`config.mk`:
```
export PLATFORM = sky130hd
export DESIGN_NAME = gpio_port
export DESIGN_NICKNAME = d
export VERILOG_FILES = /design/src/rtl/gpio_port_pkg.sv /design/src/rtl/gpio_port_regs.sv /design/src/rtl/gpio_port_sync.sv /design/src/rtl/gpio_port_drive.sv /design/src/rtl/gpio_port.sv
export SDC_FILE = /design/constraint.sdc
export NUM_CORES = 1
export LEC_CHECK = 0
export BUFFER_PORTS_ARGS = -buffer_cell sky130_fd_sc_hd__buf_4
export CAP_MARGIN = 0
export CORE_MARGIN = 8
export CORE_UTILIZATION = 50
export CTS_BUF_LIST = sky130_fd_sc_hd__clkbuf_8
export CTS_CLUSTER_DIAMETER = 40
export CTS_CLUSTER_SIZE = 28
export DETAILED_ROUTE_END_ITERATION = 7
export PLACE_DENSITY = 0.86
export RECOVER_POWER = 25
export SYNTH_ARGS = -nofsm -noshare
export SYNTH_HDL_FRONTEND = slang
export SYNTH_HIERARCHICAL = 1
export SYNTH_SLANG_ARGS = --single-unit
```
`constraint.sdc`:
```
create_clock -name clk -period 2.3 [get_ports clk]
set_input_delay 0.46 -clock clk [delete_from_list [all_inputs] [get_ports clk]]
set_output_delay 0.46 -clock clk [all_outputs]
set_load 0.02 [all_outputs]
```
`src/rtl/gpio_port_pkg.sv`:
```
package gpio_port_pkg;
  localparam int BUS_W = 8;

  typedef enum logic [1:0] {
    RSRC_NONE = 2'd0,
    RSRC_PINS = 2'd1,
    RSRC_DIR  = 2'd2
  } rd_src_e;

  function automatic rd_src_e pick_src(input logic want_pins, input logic want_dir);
    if (want_pins)     return RSRC_PINS;
    else if (want_dir) return RSRC_DIR;
    else               return RSRC_NONE;
  endfunction
endpackage

```
`src/rtl/gpio_port_regs.sv`:
```
module gpio_port_regs #(
  parameter int W = 6
) (
  input  logic         clk,
  input  logic         rst_n,
  input  logic         wr_lat,
  input  logic         wr_dir,
  input  logic [W-1:0] wval,
  output logic [W-1:0] lat_q,
  output logic [W-1:0] dir_q
);
  // Output latch: contents undefined until first write.
  always_ff @(posedge clk) begin
    if (wr_lat) lat_q <= wval;
  end

  // Direction: all inputs after reset.
  always_ff @(posedge clk or negedge rst_n) begin
    if (!rst_n)      dir_q <= '1;
    else if (wr_dir) dir_q <= wval;
  end
endmodule

```
`src/rtl/gpio_port_sync.sv`:
```
module gpio_port_sync #(
  parameter int W      = 6,
  parameter int STAGES = 2
) (
  input  logic         clk,
  input  logic         rst_n,
  input  logic [W-1:0] async_in,
  output logic [W-1:0] sync_out
);
  logic [W-1:0] chain [STAGES];

  always_ff @(posedge clk or negedge rst_n) begin
    if (!rst_n) begin
      for (int s = 0; s < STAGES; s++) chain[s] <= '0;
    end else begin
      chain[0] <= async_in;
      for (int s = 1; s < STAGES; s++) chain[s] <= chain[s-1];
    end
  end

  assign sync_out = chain[STAGES-1];
endmodule

```
`src/rtl/gpio_port_drive.sv`:
```
module gpio_port_drive #(
  parameter int           W       = 6,
  parameter logic [W-1:0] OD_MASK = 6'b010000
) (
  input  logic [W-1:0] lat_q,
  input  logic [W-1:0] dir_q,
  output logic [W-1:0] pad_out,
  output logic [W-1:0] pad_oe
);
  for (genvar i = 0; i < W; i++) begin : g_bit
    if (OD_MASK[i]) begin : g_od
      // Open drain: only a low level is ever driven.
      assign pad_oe[i]  = ~dir_q[i] & ~lat_q[i];
      assign pad_out[i] = 1'b0;
    end else begin : g_pp
      assign pad_oe[i]  = ~dir_q[i];
      assign pad_out[i] = lat_q[i] & ~dir_q[i];
    end
  end
endmodule

```
`src/rtl/gpio_port.sv`:
```
module gpio_port #(
  parameter int           W        = 6,
  parameter int           BW       = gpio_port_pkg::BUS_W,
  parameter int           STAGES   = 2,
  parameter int           TMR_BIT  = 4,
  parameter logic [W-1:0] OD_MASK  = 6'b010000
) (
  input  logic          clk,
  input  logic          rst_n,
  input  logic          bus_wr_data,
  input  logic          bus_wr_dir,
  input  logic          bus_rd_data,
  input  logic          bus_rd_dir,
  input  logic [BW-1:0] bus_wdata,
  output logic [BW-1:0] bus_rdata,
  input  logic [W-1:0]  pin_in,
  input  logic [W-1:0]  ana_sel,
  output logic [W-1:0]  pin_out,
  output logic [W-1:0]  pin_oe,
  output logic          tmr_clk
);
  import gpio_port_pkg::*;

  localparam int PAD_HI = BW - W;

  logic [W-1:0] lat_q;
  logic [W-1:0] dir_q;
  logic [W-1:0] pin_sync;
  logic [W-1:0] pin_digital;
  rd_src_e      rd_src;
  logic         unused_hi;

  assign unused_hi = ^bus_wdata[BW-1:W];

  function automatic logic [BW-1:0] widen(input logic [W-1:0] v);
    return {{PAD_HI{1'b0}}, v};
  endfunction

  gpio_port_regs #(.W(W)) u_regs (
    .clk    (clk),
    .rst_n  (rst_n),
    .wr_lat (bus_wr_data),
    .wr_dir (bus_wr_dir),
    .wval   (bus_wdata[W-1:0]),
    .lat_q  (lat_q),
    .dir_q  (dir_q)
  );

  gpio_port_sync #(.W(W), .STAGES(STAGES)) u_sync (
    .clk      (clk),
    .rst_n    (rst_n),
    .async_in (pin_in),
    .sync_out (pin_sync)
  );

  gpio_port_drive #(.W(W), .OD_MASK(OD_MASK)) u_drive (
    .lat_q   (lat_q),
    .dir_q   (dir_q),
    .pad_out (pin_out),
    .pad_oe  (pin_oe)
  );

  assign pin_digital = pin_sync & ~ana_sel;
  assign tmr_clk     = pin_sync[TMR_BIT];
  assign rd_src      = pick_src(bus_rd_data, bus_rd_dir);

  always_comb begin
    unique case (rd_src)
      RSRC_PINS: bus_rdata = widen(pin_digital);
      RSRC_DIR:  bus_rdata = widen(dir_q);
      default:   bus_rdata = '0;
    endcase
  end
endmodule

```
==> flow_summary.ini <==
[synth]
synth_area_per_cell_um2 = 14.5
ys_warn_count = 6
synth-seq-cells = 24
synth_cells = 66
synthTopCellsByArea = dfrtp_1 (31%), edfxtp_1 (19%), dfstp_2 (16%), mux2_4 (9.4%), buf_4 (7.0%)
yosysUniqueCellTypes = 12
synth_area_um2 = 960
synth_top_cell_by_area = dfrtp_1
yosys.area.top_type_share_pct = 31.3
yosysSeqAreaShare_pct = 66.5

[timing]
relSlewSlack_pct = 40.2
finalCritPeriodShare_pct = 70.9
fin_ws_ps = 670
min_period_ps = 1630
setup_violations = 0
skew_ps = 0.264
rsz0062_at_grt = false
whs_ps = 300
hold_viol = 0
slew_viol_final = 0
timing.fmax_mhz = 613
tightestPinTransition_ps = 897
finalSetupTns_ps = 0

[cells_and_area]
antennaDiodeCount = 0
final_common_cell = buf_4
syn2layout_area_growth_pct = 33.1
layout_common_cells = buf_4 (40), dfrtp_1 (12), inv_1 (11)
fin_nets = 129
n_fill_cell = 146
stdcell_count = 129
drive_gt1_share_pct = 55.9

[cts]
clkSinkCount = 24
cts_tree = done
cts_made_buffers = 3
postCtsSetupRepairBufs = 0
clkTransAtPathRegs_ps = 80
post_cts_resized = 0
cts_max_level = 1
worstSkewPairLatency_ps = 260
cts_hold_buf = 0
root_buffer = clkbuf_8
cts_buffer_depth = 2

[drt]
first_pass_iters = 4
wl_per_cell_um = 14.8
drt-total-wl_um = 1900
avgViaCountPerCell = 4.64
vias = 599
drc_errors = 0
drtIter0Drc = 10
ant_nets = 0

[worst_setup_path]
cp-start-kind = input port
worstPathRequired_ps = 1840
critPathMaxFanout = 7
critPathKind = input port to output port
arrival_ps = 1170
end_kind = output port

[global_routing]
grt_util_met3_pct = 6.02
grt_pass1_wl_um = 2890
grt.met1_usage_pct = 9.64
top_usage_layer = met2
antenna_found_initial = 0
track_usage_pct = 11.1
overflow = 0
grt_pass1_vias = 667
grt_max_degree = 19
use_met2_pct = 20.5

[placed_design]
hpwl_um = 1560
placed_cells = 125
port-buffer-count = 41
gp_congestion = 0.653
dp_worst_setup_slack_ps = 680

[pwr]
power_density_nw_per_um2 = 730
peakVddDrop_mv = 0.579
power_leakage_nw = 0.634

[outcome]
outcome = finished, final reports clean

[floorplan]
pin_count = 47
die_h_um = 59.8
rows = 16
die_w_um = 59.8
dieArea_um2 = 3580
core_area_um2 = 1880
start_util_pct = 51.0

[job]
drv_cap = 0

[worst_hold_path]
hp-class = input port to async pin
==> area by class of cell <==
type / count / area (um2) / area share (%)
repair buffers: 41 / 304 / 23.8
clock buffers: 4 / 55.1 / 4.31
flip-flops and latches: 24 / 638 / 50.0
inverters: 11 / 41.3 / 3.23
well taps: 27 / 33.8 / 2.64
multi-input cells: 22 / 205 / 16.1
==> power by group <==
part | total, mW | internal [mW] | switching (mW)
combinational | 0.168 | 0.0858 | 0.0822
sequential | 0.493 | 0.476 | 0.0168
clock | 0.272 | 0.152 | 0.120
==> synth_stat cells <==
cell / count
dfrtp_1: 12
inv_1: 11
buf_4: 9
a32o_1: 6
dfstp_2: 6
edfxtp_1: 6
mux2_4: 6
nor2b_1: 5
conb_1: 2
buf_6: 1
nor2_1: 1
nor2b_2: 1
==> sequential cells by signal (all words and copies together) (netlist names) <==
signal and count:
u_regs/lat_q 6, u_sync/sync_out 6, u_sync/chain 6, u_regs/dir_q 6
==> kinds of logic (layout without fill, tap and decap cells) <==
| kind of cell | count (synthesis) | in the layout | share of synthesized area (%) |
|---|---|---|---|
| AOI/OAI and AO/OA | 6 | 6 | 6.26 |
| buffers and inverters | 21 | 56 | 12.5 |
| DFF | 24 | 24 | 66.5 |
| muxes | 6 | 6 | 9.39 |
| other | 2 | 3 | 0.783 |
| and+or+nand+nor | 7 | 7 | 4.56 |
==> metal layers <==
metal  up-vias  part of all wire [%]
met5         -                     0
met1       293                    33
met3         4                    11
met2        28                    54
met4         0                   1.3
li1        274                     -
==> through the flow <==
stage / power (mW) / util [%] / area, um2
3_3_place_gp: 0.665 / 65.2 / 1230
6_report: 0.933 / 67.9 / 1280
3_5_place_dp: 0.672 / 65.2 / 1230
5_1_grt: 0.972 / 67.9 / 1280
2_1_floorplan: 0.590 / - / 963
4_1_cts: 0.942 / 68.1 / 1280
==> worst max-delay path, cell delays in order <==
cell and delay [ps]:
buf_4 140, nor2b_2 230, a32o_1 190, buf_4 150
==> path summary, 6_finish.rpt <==
path | startpoint | end | slack (ps) | cells past startpoint
worst max-delay path | bus_rd_data | bus_rdata[3] | 670 | 4
max in group asynchronous | rst_n | u_sync/sync_out[1] | 1460 | 1
worst min register to register | u_sync/chain[7] | u_sync/sync_out[1] | 350 | 0
worst min-delay path | rst_n | u_sync/chain[6] | 300 | 1
worst max register to register | u_regs/dir_q[3] | u_regs/dir_q[3] | 1530 | 1
min in group clk | pin_in[2] | u_sync/chain[8] | 300 | 1
No activity file was read; power rests on OpenSTA's default activity.
